### config.mk
export PLATFORM = sky130hd
export DESIGN_NAME = gpio_ss_bank
export DESIGN_NICKNAME = d
export VERILOG_FILES = /design/src/rtl/gpio_ss_pkg.sv /design/src/rtl/gpio_ss_cmd_decode.sv /design/src/rtl/gpio_ss_pin_ctrl.sv /design/src/rtl/gpio_ss_sync.sv /design/src/rtl/gpio_ss_bank.sv
export SDC_FILE = /design/constraint.sdc
export NUM_CORES = 1
export LEC_CHECK = 0
export BUFFER_PORTS_ARGS = -buffer_cell sky130_fd_sc_hd__buf_2
export CORE_MARGIN = 2
export CORE_UTILIZATION = 41
export CTS_CLUSTER_SIZE = 8
export DETAILED_ROUTE_END_ITERATION = 8
export GPL_TIMING_DRIVEN = 0
export PLACE_DENSITY = 0.88
export RECOVER_POWER = 50
export REMOVE_ABC_BUFFERS = 1
export SLEW_MARGIN = 10
export SYNTH_ARGS = -nofsm -noshare
export SYNTH_HDL_FRONTEND = slang
export SYNTH_SLANG_ARGS = --single-unit
### constraint.sdc
create_clock -name clk -period 1.12 [get_ports clk]
set_clock_uncertainty 0.2 [all_clocks]
set_input_delay 0.336 -clock clk [delete_from_list [all_inputs] [get_ports clk]]
set_output_delay 0.336 -clock clk [all_outputs]
set_load 0.03 [all_outputs]
### src/rtl/gpio_ss_pkg.sv
package gpio_ss_pkg;

    localparam int WORD_W   = 32;
    localparam int CFG_BASE = 16;
    localparam int MAX_PINS = 8;

    typedef enum logic {
        MODE_INPUT  = 1'b0,
        MODE_OUTPUT = 1'b1
    } pin_mode_e;

    typedef struct packed {
        logic drive_lo;
        logic drive_hi;
        logic go_out;
        logic go_in;
    } pin_cmd_t;

    function automatic logic [WORD_W-1:0] live_mask(input int pins);
        logic [WORD_W-1:0] m;
        m = '0;
        for (int n = 0; n < pins; n++) begin
            m[2*n+1]        = 1'b1;
            m[2*n+CFG_BASE] = 1'b1;
        end
        return m;
    endfunction

endpackage

### src/rtl/gpio_ss_cmd_decode.sv
module gpio_ss_cmd_decode
    import gpio_ss_pkg::*;
#(
    parameter int PIN_COUNT = 8
) (
    input  logic                           wr_en,
    input  logic [WORD_W-1:0]              wr_data,
    output pin_cmd_t [PIN_COUNT-1:0]       cmd
);

    logic unused_word_bits;
    assign unused_word_bits = ^wr_data;

    for (genvar n = 0; n < PIN_COUNT; n++) begin : g_pin
        assign cmd[n].drive_lo = wr_en & wr_data[2*n];
        assign cmd[n].drive_hi = wr_en & wr_data[2*n+1];
        assign cmd[n].go_out   = wr_en & wr_data[2*n+CFG_BASE];
        assign cmd[n].go_in    = wr_en & wr_data[2*n+CFG_BASE+1];
    end

endmodule

### src/rtl/gpio_ss_pin_ctrl.sv
module gpio_ss_pin_ctrl
    import gpio_ss_pkg::*;
(
    input  logic     clk,
    input  logic     rst_n,
    input  pin_cmd_t cmd,
    output logic     drive_level,
    output logic     drive_en
);

    pin_mode_e mode_q, mode_d;
    logic      level_q;

    // Direction state register
    always_ff @(posedge clk) begin
        if (!rst_n) mode_q <= MODE_INPUT;
        else        mode_q <= mode_d;
    end

    // Transitions: RELEASE has priority over ENABLE
    always_comb begin
        mode_d = mode_q;
        unique case (mode_q)
            MODE_INPUT:  if (cmd.go_out && !cmd.go_in) mode_d = MODE_OUTPUT;
            MODE_OUTPUT: if (cmd.go_in)                mode_d = MODE_INPUT;
            default:                                   mode_d = MODE_INPUT;
        endcase
    end

    // Level latch: high command wins over low
    always_ff @(posedge clk) begin
        if (!rst_n)            level_q <= 1'b0;
        else if (cmd.drive_hi) level_q <= 1'b1;
        else if (cmd.drive_lo) level_q <= 1'b0;
    end

    // Outputs
    always_comb begin
        drive_level = level_q;
        unique case (mode_q)
            MODE_OUTPUT: drive_en = 1'b1;
            default:     drive_en = 1'b0;
        endcase
    end

endmodule

### src/rtl/gpio_ss_sync.sv
module gpio_ss_sync #(
    parameter int WIDTH = 8
) (
    input  logic             clk,
    input  logic             rst_n,
    input  logic [WIDTH-1:0] async_in,
    output logic [WIDTH-1:0] sync_out
);

    logic [WIDTH-1:0] stage1_q, stage2_q;

    always_ff @(posedge clk) begin
        if (!rst_n) begin
            stage1_q <= '0;
            stage2_q <= '0;
        end else begin
            stage1_q <= async_in;
            stage2_q <= stage1_q;
        end
    end

    assign sync_out = stage2_q;

endmodule

### src/rtl/gpio_ss_bank.sv
module gpio_ss_bank
    import gpio_ss_pkg::*;
#(
    parameter int PIN_COUNT = 8
) (
    input  logic                 clk,
    input  logic                 rst_n,
    input  logic                 wr_en,
    input  logic [WORD_W-1:0]    wr_data,
    output logic [WORD_W-1:0]    rd_data,
    input  logic [PIN_COUNT-1:0] pin_in,
    output logic [PIN_COUNT-1:0] pin_out,
    output logic [PIN_COUNT-1:0] pin_oe
);

    pin_cmd_t [PIN_COUNT-1:0] cmd;
    logic     [PIN_COUNT-1:0] level_sync;

    gpio_ss_cmd_decode #(.PIN_COUNT(PIN_COUNT)) u_decode (
        .wr_en   (wr_en),
        .wr_data (wr_data),
        .cmd     (cmd)
    );

    for (genvar n = 0; n < PIN_COUNT; n++) begin : g_pin
        gpio_ss_pin_ctrl u_ctrl (
            .clk         (clk),
            .rst_n       (rst_n),
            .cmd         (cmd[n]),
            .drive_level (pin_out[n]),
            .drive_en    (pin_oe[n])
        );
    end

    gpio_ss_sync #(.WIDTH(PIN_COUNT)) u_sync (
        .clk      (clk),
        .rst_n    (rst_n),
        .async_in (pin_in),
        .sync_out (level_sync)
    );

    always_comb begin
        rd_data = '0;
        for (int n = 0; n < PIN_COUNT; n++) begin
            rd_data[2*n+1]        = level_sync[n];
            rd_data[2*n+CFG_BASE] = pin_oe[n];
        end
    end

endmodule

# Word level (Yosys, flattened, before mapping)
# Index checks and enable logic that the tools add are counted.
[totals]
reg_bits = 32
inputBits = 43
output_inout_bits = 48
elab_cells = 130
[classes]
mux = 48
bitwise_logic = 40
n_reduce_logical = 24
[op_table]
columns = ["op", "n"]
rows = [
  ["2-to-1 mux 1 bit", 40],
  ["AND 1 bit", 32],
  ["case mux 1 bit (2 select lines)", 8],
  ["nonzero test 2 bit", 8],
  ["logical AND 1 bit", 8],
  ["logical NOT 1 bit", 8],
  ["NOT 1 bit", 8],
]

# Longest topological paths before layout
# Gate-level depths: netlist of the first run.
[depth]
ltp_word = 5
ltp_mapped = 3

# Hierarchy
# Synthesis of the first run repeated with hierarchy kept, for this count alone.
[hier_totals]
hier_cells = 141
area_unflattened_um2 = 1466.4
[modules_own_cells]
columns = ["module", "n_inst", "cells_each", "area_per_inst_um2"]
rows = [
  ["gpio_ss_pin_ctrl", 8, 6, 72.6],
  ["gpio_ss_sync", 1, 33, 446.7],
  ["gpio_ss_cmd_decode", 1, 35, 255.2],
  ["gpio_ss_bank", 1, 25, 183.9],
]

# Worst setup path before layout of the first run
# No wires, ideal clock.
[synth_timing]
path_kind = "flip-flop to output port"
startpoint = "register g_pin[0].u_ctrl.mode_q"
endpoint = "output port pin_oe[0]"
arrival_time_ns = 0.499
slack_ns = 0.085
path_stages_with_launch = 2
path_buffers = 1
path_cell_list = "dfxtp_1 -> buf_4"
[synth_via]
elab_chain_len = 1
[synth_lines]
columns = ["item", "line_no", "source"]
rows = [
  ["from (decl)", "gpio_ss_pin_ctrl.sv:11", "pin_mode_e mode_q, mode_d;"],
  ["from (signal assigned)", "gpio_ss_pin_ctrl.sv:17", "else mode_q <= mode_d;"],
  ["2-to-1 mux 1 bit", "gpio_ss_pin_ctrl.sv:40", "unique case (mode_q)"],
  ["to (decl)", "gpio_ss_bank.sv:13", "output logic [PIN_COUNT-1:0] pin_oe"],
]
# No other way between the ends.

# Worst setup path in the final report of the first run
[layout_timing]
startpoint = "register g_pin[1].u_ctrl.mode_q"
endpoint = "output port rd_data[18]"
[layout_via]
elab_chain_len = 1
[layout_lines]
columns = ["item", "line_no", "source"]
rows = [
  ["from (decl)", "gpio_ss_pin_ctrl.sv:11", ""],
  ["from (signal assigned)", "gpio_ss_pin_ctrl.sv:17", ""],
  ["2-to-1 mux 1 bit", "gpio_ss_pin_ctrl.sv:40", ""],
  ["to (decl)", "gpio_ss_bank.sv:10", "output logic [WORD_W-1:0] rd_data,"],
]
# No other way between the ends.

==> results of run 1 <==
## through the flow
stage / TNS [ns] / setup WS, ns / hold slack, ns / area, µm² / instances
finish: -8.08 / -0.276 / 0.0231 / 2020 / 250
detailed placement: -5.08 / -0.336 / 0.219 / 1530 / 225
global placement: -4.87 / -0.316 / 0.213 / 1530 / 225
floorplan: -2.02 / -0.0976 / 0.212 / 1100 / 105
CTS: -8.32 / -0.297 / -0.0471 / 1960 / 248
global route: -12.21 / -0.324 / 0.00604 / 2020 / 250
## timing repair
action / CTS / global route
pin swaps: 0 / 5
hold buffers: 14 / 2
endpoints found under the hold margin: 15 / 2
resized for setup: 80 / 11
setup endpoints to repair: 32 / 47
buffers inserted: 1 / 1
## sequential cells by signal, summed over array words and instances, names as in the netlist
register	count
u_sync.stage1_q	8
g_pin.u_ctrl.mode_q	8
u_sync.sync_out	8
g_pin.u_ctrl.drive_level	8
## synthesized netlist by cell type
library cell | n | area share (%)
buf_4 | 41 | 22
a211oi_2 | 7 | 6.3
inv_2 | 1 | 0.27
a21bo_1 | 1 | 0.72
nand2_1 | 8 | 2.2
a21bo_2 | 7 | 5.0
a21oi_2 | 3 | 1.9
a21oi_1 | 13 | 4.7
buf_6 | 3 | 2.4
clkbuf_1 | 1 | 0.27
a211oi_1 | 1 | 0.54
and2_1 | 16 | 7.2
dfxtp_1 | 32 | 46
conb_1 | 1 | 0.27
## cells by family after synthesis
| group | count (synthesis) | synth area share [%] |
|---|---|---|
| other | 1 | 0.270 |
| DFF | 32 | 46.1 |
| AOI/OAI and AO/OA | 32 | 19.2 |
| buffers and inverters | 46 | 25.1 |
| and+or+nand+nor | 24 | 9.36 |
## metal layers
metal / wire, µm / vias up
met5: 0 / -
met4: 83 / 0
met3: 279 / 10
met2: 1650 / 65
met1: 1090 / 478
li1: - / 520
## worst register-to-register path, stage by stage, from the launching register on
cell and delay, ns:
dfxtp_4 0.38, buf_4 0.11, a21oi_2 0.03, a211oi_2 0.19
## worst paths after layout
path	start	endpoint
min reg2reg	u_sync.stage1_q[5]	u_sync.sync_out[5]
max	g_pin[1].u_ctrl.mode_q	rd_data[18]
min	wr_data[15]	g_pin[7].u_ctrl.drive_level
max reg2reg	g_pin[0].u_ctrl.mode_q	g_pin[0].u_ctrl.mode_q
## cells in the final DEF (no fill, tap or decap), types with 3 or more instances in the layout
cell	synthesis	layout
dfxtp_1	32	8
dfxtp_2	0	21
buf_4	41	4
clkbuf_4	0	6
buf_2	0	39
conb_1	1	16
nand2_1	8	8
a21bo_2	7	7
a21oi_2	3	3
buf_6	3	30
dfxtp_4	0	3
dlygate4sd3_1	0	16
and2_1	16	12
a21oi_1	13	13
and2_0	0	4
a211oi_2	7	8
## layout make-up
type | count | share of cell area (%)
clock buffers | 5 | 1.86
clock inverters | 3 | 2.11
inverters | 1 | 0.186
multi-input cells | 72 | 22.9
flip-flops and latches | 32 | 33.6
well taps | 46 | 2.86
repair buffers | 91 | 36.4
## power by group through the flow
stage / combinational (µW) / clock, µW / sequential (µW)
2_1_floorplan: 158 / 0 / 1370
3_3_place_gp: 447 / 0 / 1240
3_5_place_dp: 451 / 0 / 1250
4_1_cts: 553 / 897 / 1240
5_1_grt: 616 / 973 / 1250
6_report: 577 / 872 / 1240
==> impl_metrics.json, run 1 <==
{
  "syn_inst": 135,
  "antenna_cells": 0,
  "switchingPower_uw": 766,
  "timing.final.crit_period_ns": 1.40,
  "slowest_delay_ns": 0.39,
  "drt-pass1-iter-count": 3,
  "min_path_type": "input pin to flop",
  "core_um2": 3280,
  "drive_gt1_share_pct": 61.3,
  "antenna_found_initial": 0,
  "place.gp.congestion": 0.655,
  "wl_per_cell_um": 12.4,
  "clk_latency_ns": 0.33,
  "grtUsageTotal_pct": 16.8,
  "ir_drop_uv": 783,
  "final_hold_viol_count": 0,
  "cts-root-buf": "clkbuf_4",
  "dr.first_iter.drc_count": 27,
  "ys_warn_count": 0,
  "dieArea_um2": 3870,
  "finalNetCount": 246,
  "cp_slowest_cell": "dfxtp_4",
  "tightest_slew_ns": 0.500,
  "met2_usage_pct": 30.7,
  "numCtsBuffers": 5,
  "num_vias": 1073,
  "setup_violations": 43,
  "drc": 0,
  "grt_pass1_wl_um": 4990,
  "die_y_um": 62.2,
  "relSlewSlack_pct": 66.6,
  "met1_usage_pct": 15.9,
  "clockBufferDepth": 2,
  "drv_cap": 0,
  "busiest_layer": "met2",
  "ys_ff_latch": 32,
  "yosysSeqAreaShare_pct": 46.1,
  "wl_um": 3100,
  "share_seq_of_total_power_pct": 46.1,
  "grt_max_degree": 33,
  "syn2layout_area_growth_pct": 45.0,
  "cpLargestDelayFamily": "flip-flops",
  "finalCoreUtilization_pct": 61.4,
  "reg2reg_depth": 3,
  "std_cell_rows": 21,
  "ant_nets": 0,
  "worstSetupPathType": "flop to primary output",
  "period_share_pct": 125,
  "violations": "setup timing",
  "dp_hpwl_um": 1710,
  "setup_ws_ns": -0.276,
  "startpoint_type": "flop",
  "syn_area_um2": 1390,
  "io_buffers": 74,
  "netlist-cell-type-count": 14,
  "pwr-share-comb_pct": 21.4,
  "maxSlewViolCount": 0,
  "numClockSinks": 32,
  "status": "finished, violations left",
  "hold_depth": 3,
  "path_max_fanout": 3,
  "synth.avg_cell_area_um2": 10.3,
  "use_met3_pct": 6.88,
  "crit_required_ns": 0.58,
  "seqCellArea_um2": 678,
  "path_buf_inv": 1,
  "p_int_uw": 1930,
  "rsz0062_at_grt": "true",
  "start_util_pct": 42.3,
  "p_clk_share_pct": 32.4,
  "h-tree-depth": 2,
  "cp_cell_sequence": "buf_6",
  "multi_input_area_um2": 462,
  "cp.depth": 1,
  "grt_pass1_vias": 1112,
  "swShare_pct": 28.5,
  "ioPinCount": 91,
  "crit_path_end_kind": "primary output",
  "viasPerCell": 4.29,
  "cp_data_arrival_time_ns": 0.86,
  "total_power_uw": 2690,
  "fp.dieW_um": 62.2,
  "clk_pin_slew_worst_paths_ns": 0.10,
  "p_leak_uw": 0.000929,
  "reg2reg_slack_ns": 0.14,
  "overflow": 0,
  "cts_tree": "yes",
  "fmaxAchievable_mhz": 716,
  "nFillCells": 262,
  "p_per_area_nw_per_um2": 1340
}
Power figures use the tool's default switching activity.
==> inputs of run 2 (changes only) <==
--- a/config.mk
+++ b/config.mk
@@ -5,15 +5,15 @@
 export SDC_FILE = /design/constraint.sdc
 export NUM_CORES = 1
 export LEC_CHECK = 0
+export ABC_AREA = 1
 export BUFFER_PORTS_ARGS = -buffer_cell sky130_fd_sc_hd__buf_2
 export CORE_MARGIN = 2
 export CORE_UTILIZATION = 41
 export CTS_CLUSTER_SIZE = 8
 export DETAILED_ROUTE_END_ITERATION = 8
 export GPL_TIMING_DRIVEN = 0
-export PLACE_DENSITY = 0.88
+export PLACE_DENSITY = 0.89
 export RECOVER_POWER = 50
-export REMOVE_ABC_BUFFERS = 1
 export SLEW_MARGIN = 10
 export SYNTH_ARGS = -nofsm -noshare
 export SYNTH_HDL_FRONTEND = slang
==> impl_metrics.json, run 2 <==
{
  "finalCoreUtilization_pct": 68.9,
  "drv_cap": 0,
  "crit_top_cell": "buf_6",
  "std_cell_rows": 21,
  "wl_per_cell_um": 10.8,
  "cp.depth": 2,
  "crit_path_end_kind": "primary output",
  "core_um2": 3280,
  "path_buf_inv": 2,
  "drive_gt1_share_pct": 51.8,
  "startpoint_type": "flop",
  "dr.first_iter.drc_count": 44,
  "period_share_pct": 130,
  "grt_pass1_vias": 1090,
  "grt_pass1_wl_um": 4470,
  "netlist-cell-type-count": 9,
  "p_leak_uw": 0.00127,
  "hold_depth": 3,
  "antenna_found_initial": 0,
  "ant_nets": 0,
  "rsz0062_at_grt": "true",
  "dieArea_um2": 3840,
  "clk_pin_slew_worst_paths_ns": 0.10,
  "hold_end": "g_pin[5].u_ctrl.mode_q",
  "cpLargestDelayFamily": "flip-flops",
  "final_common_cell": "nand2_1",
  "final_cells": 322,
  "violations": "setup timing",
  "crit_required_ns": 0.58,
  "dp.cells": 310,
  "synth.avg_cell_area_um2": 7.82,
  "ys_warn_count": 0,
  "worstSetupPathType": "flop to primary output",
  "h-tree-depth": 2,
  "seqCellArea_um2": 671,
  "synth-edff-count": 0,
  "grt_max_degree": 11,
  "cts_tree": "yes",
  "finalNetCount": 318,
  "grtUsageTotal_pct": 16.2,
  "ys_ff_latch": 32,
  "multi_input_area_um2": 380,
  "numClockSinks": 32,
  "cts-root-buf": "clkbuf_4",
  "dp_hpwl_um": 2100,
  "cp_data_arrival_time_ns": 0.92,
  "min_path_type": "input pin to flop",
  "clockBufferDepth": 2,
  "clk_latency_ns": 0.33,
  "async_flop_share_pct": 0,
  "p_per_area_nw_per_um2": 1230,
  "setup_violations": 36,
  "synth_top_cell_by_area": "dfxtp_1",
  "viasPerCell": 3.99,
  "num_vias": 1286,
  "start_util_pct": 41.9,
  "timing.final.crit_period_ns": 1.46,
  "io_buffers": 73,
  "final_cell_mix": "56 x nand2_1, 50 x buf_6, 41 x buf_2, 24 x dfxtp_2, 20 x buf_4",
  "yosysSeqAreaShare_pct": 46.5,
  "wl_um": 3470,
  "hold_start": "wr_data[26]",
  "status": "finished, violations left",
  "synth_most_common_cell": "nand2_1",
  "fp.dieW_um": 61.9,
  "synth_area_leaders": "dfxtp_1 47%, buf_4 23%, nand2_1 15%",
  "reg2reg_slack_ns": 0.21,
  "ioPinCount": 91,
  "ir_drop_uv": 495,
  "drt-pass1-iter-count": 4,
  "die_y_um": 61.9,
  "r2r-start": "g_pin[2].u_ctrl.drive_level",
  "reg2reg_depth": 3,
  "syn_inst": 176,
  "syn_area_um2": 1380,
  "syn2layout_area_growth_pct": 64.5,
  "cp_cell_sequence": "buf_6, buf_6",
  "tns_ns": -8.63,
  "cp_slowest_cell": "dfxtp_2",
  "slowest_delay_ns": 0.38,
  "numCtsBuffers": 5,
  "final_hold_viol_count": 0,
  "synth_common_cells": "56 x nand2_1, 42 x buf_4, 32 x dfxtp_1",
  "path_max_fanout": 3,
  "place.gp.congestion": 0.681,
  "nFillCells": 252,
  "antenna_cells": 0,
  "r2r-end": "g_pin[2].u_ctrl.drive_level",
  "synth_top_cell_area_share_pct": 46.5,
  "fmaxAchievable_mhz": 685,
  "drc": 0,
  "setup_ws_ns": -0.340,
  "ys.flop_type": "dfxtp_1",
  "maxSlewViolCount": 0,
  "overflow": 0
}
[run 2: cells by family (layout without fill, tap and decap cells)]
kind of cell           Yosys count  after routing  synth area share (%)
AND/OR/NAND/NOR                 64             64                  17.5
buffers and inverters           63            148                  29.9
flip-flops                      32             32                  46.5
AO/OA/AOI/OAI                   16             16                  5.82
other                            1             16                 0.272
[run 2: area by class of cell]
| cell class | count | area share (%) |
|---|---|---|
| well taps | 46 | 2.54 |
| clock buffers | 6 | 1.82 |
| clock inverters | 2 | 1.55 |
| repair buffers | 85 | 29.9 |
| plain buffers | 38 | 15.0 |
| inverters | 17 | 2.82 |
| flip-flops and latches | 32 | 29.6 |
| multi-input cells | 96 | 16.8 |
[run 2: power by group]
part	switching, µW	internal (µW)
Sequential	41.1	1210
Clock	387	468
Combinational	351	332
[run 2: tightest hold or removal path: stages]
cell,delay [ns]
buf_2,0.08
a21oi_1,0.05
nor2_1,0.07
[run 2: timing repair]
action                     in CTS  in global routing
setup buffers                   0                  4
hold endpoints to repair        8                  0
setup endpoints to repair      32                 32
hold buffers                    8                  0
pin swaps                       0                  0
resized for setup              98                  6
cloned                          0                  0
[run 2: stage by stage]
stage	total power, µW	setup slack, ns	hold WS [ns]	area (µm²)
finish	2790	-0.340	0.0355	2260
global route	2910	-0.378	0.0402	2260
floorplan	1670	0.0917	0.190	1430
global placement	1810	-0.0626	0.193	1860
detailed placement	1820	-0.0694	0.197	1860
CTS	2770	-0.335	0.0269	2220
[run 2: worst max path at each step]
stage,from,end,slack (ns)
global placement,wr_en,g_pin[2].u_ctrl.drive_level,-0.06
finish,g_pin[3].u_ctrl.mode_q,pin_oe[3],-0.34
global route,g_pin[3].u_ctrl.mode_q,pin_oe[3],-0.38
CTS,g_pin[7].u_ctrl.mode_q,pin_oe[7],-0.34
floorplan,rst_n,g_pin[0].u_ctrl.mode_q,0.09
detailed placement,wr_en,g_pin[2].u_ctrl.drive_level,-0.07
[run 2: layer usage]
metal | global-route usage, % | routed length (µm) | up-vias
met5 | 0 | 0 | -
met4 | 7.90 | 49 | 0
met3 | 5.38 | 258 | 9
met2 | 30.4 | 1870 | 63
met1 | 15.7 | 1300 | 550
li1 | - | - | 664
==> inputs of run 3 (changes only) <==
--- a/config.mk
+++ b/config.mk
@@ -8,11 +8,12 @@
 export ABC_AREA = 1
 export BUFFER_PORTS_ARGS = -buffer_cell sky130_fd_sc_hd__buf_2
 export CORE_MARGIN = 2
-export CORE_UTILIZATION = 41
+export CORE_UTILIZATION = 43
+export CTS_BUF_LIST = sky130_fd_sc_hd__clkbuf_4
 export CTS_CLUSTER_SIZE = 8
 export DETAILED_ROUTE_END_ITERATION = 8
 export GPL_TIMING_DRIVEN = 0
-export PLACE_DENSITY = 0.89
+export PLACE_DENSITY = 0.92
 export RECOVER_POWER = 50
 export SLEW_MARGIN = 10
 export SYNTH_ARGS = -nofsm -noshare
==> impl_metrics.json, run 3 (synthesized netlist as in run 2, its figures left out) <==
{
  "rsz0062_at_grt": "true",
  "ir_drop_uv": 610,
  "drv_cap": 0,
  "period_share_pct": 131,
  "core_um2": 3050,
  "cp_data_arrival_time_ns": 0.93,
  "tns_ns": -8.61,
  "place.gp.congestion": 0.714,
  "seqCellArea_um2": 671,
  "numCtsBuffers": 5,
  "antenna_cells": 0,
  "crit_path_start": "g_pin[2].u_ctrl.mode_q",
  "crit_top_cell": "buf_6",
  "p_per_area_nw_per_um2": 1230,
  "start_util_pct": 45.1,
  "maxSlewViolCount": 0,
  "final_hold_viol_count": 0,
  "dp_hpwl_um": 2300,
  "final_cell_mix": "56 x nand2_1, 50 x buf_6, 40 x buf_2, 21 x dfxtp_2, 18 x buf_4",
  "pwr-share-comb_pct": 24.5,
  "total_power_uw": 2750,
  "finalCoreUtilization_pct": 73.5,
  "grt_pass1_wl_um": 5040,
  "viasPerCell": 4.01,
  "path_max_fanout": 3,
  "setup_violations": 32,
  "clockBufferDepth": 2,
  "slowest_delay_ns": 0.37,
  "path_buf_inv": 2,
  "drt-pass1-iter-count": 4,
  "cts_tree": "yes",
  "switchingPower_uw": 765,
  "setup_ws_ns": -0.345,
  "hold_start": "wr_data[23]",
  "io_buffers": 73,
  "overflow": 0,
  "std_cell_rows": 20,
  "fmaxAchievable_mhz": 682,
  "grt_max_degree": 11,
  "wl_um": 3420,
  "share_seq_of_total_power_pct": 45.3,
  "antenna_found_initial": 0,
  "dp.cells": 308,
  "syn2layout_area_growth_pct": 63.1,
  "cpLargestDelayFamily": "flip-flops",
  "p_clk_share_pct": 30.2,
  "drive_gt1_share_pct": 50.4,
  "p_leak_uw": 0.00126,
  "finalNetCount": 316,
  "cts-root-buf": "clkbuf_4",
  "fp.dieW_um": 60.6,
  "r2r-start": "g_pin[4].u_ctrl.drive_level",
  "min_path_type": "input pin to flop",
  "cp_cell_sequence": "buf_6, buf_6",
  "multi_input_area_um2": 380,
  "dieArea_um2": 3670,
  "final_cells": 318,
  "grtUsageTotal_pct": 19.1,
  "grt_pass1_vias": 1244,
  "numClockSinks": 32,
  "p_int_uw": 1990,
  "violations": "setup timing",
  "wl_per_cell_um": 10.8,
  "timing.final.crit_period_ns": 1.47,
  "cp_slowest_cell": "dfxtp_4",
  "clk_pin_slew_worst_paths_ns": 0.09,
  "status": "finished, violations left",
  "startpoint_type": "flop",
  "ant_nets": 0,
  "worstSetupPathType": "flop to primary output",
  "final_common_cell": "nand2_1",
  "ioPinCount": 91,
  "drc": 0,
  "num_vias": 1276,
  "clk_latency_ns": 0.33,
  "swShare_pct": 27.8,
  "h-tree-depth": 2,
  "die_y_um": 60.6,
  "crit_path_end_kind": "primary output",
  "crit_required_ns": 0.58,
  "nFillCells": 242,
  "dr.first_iter.drc_count": 44
}
## run 3: cell count changes in the layout (fill, tap and decap cells not counted), sizes merged
| cell | change |
|---|---|
| clkinv | +1 |
| buf | -3 |
## run 3: timing repair
| item | 4_1_cts | 5_1_grt |
|---|---|---|
| endpoints found under the setup margin | 32 | 32 |
| setup buffers | 1 | 1 |
| endpoints found under the hold margin | 8 | 0 |
| pin swaps | 0 | 0 |
| hold buffers | 8 | 0 |
| gates resized for setup | 100 | 5 |
## run 3: worst min-delay path: stages
cell     delay (ns)
buf_2          0.07
nand2_1        0.04
nand2_1        0.05
nor2_1         0.04
## run 3: per-stage QoR
step	setup WS (ns)	instance area, µm²	hold WS, ns
after floorplan	0.0917	1430	0.190
final	-0.345	2240	0.0333
after CTS	-0.343	2230	0.0271
after detailed placement	-0.0704	1850	0.197
after global placement	-0.0385	1850	0.193
after global routing	-0.383	2240	0.0342
## run 3: final cells by class
class	instances	area share [%]
Clock buffer	5	1.67
Multi-Input combinational cell	96	16.9
Buffer	38	15.1
Clock inverter	3	1.67
Timing Repair Buffer	83	29.4
Tap cell	44	2.45
Inverter	17	2.84
Sequential cell	32	29.9
## run 3: worst paths after layout
check,end,slack [ns],depth (start not counted)
setup / recovery,rd_data[20],-0.35,2
hold / removal,g_pin[3].u_ctrl.mode_q,0.03,4
setup reg to reg,g_pin[4].u_ctrl.drive_level,0.24,3
hold reg to reg,u_sync.sync_out[4],0.21,2
## run 3: power groups by stage
stage | combinational [µW] | clock, µW | sequential, µW
final | 675 | 831 | 1250
after detailed placement | 571 | 0 | 1250
after floorplan | 396 | 0 | 1270
after global placement | 559 | 0 | 1250
after global routing | 723 | 898 | 1250
after CTS | 666 | 840 | 1250
## run 3: per-layer routing
metal / track usage (%) / wire length [µm] / vias to the layer above
met2: 37.3 / 1870 / 53
met4: 11.5 / 70 / 0
li1: - / - / 658
met5: 0 / 0 / -
met3: 5.76 / 280 / 7
met1: 16.7 / 1200 / 558
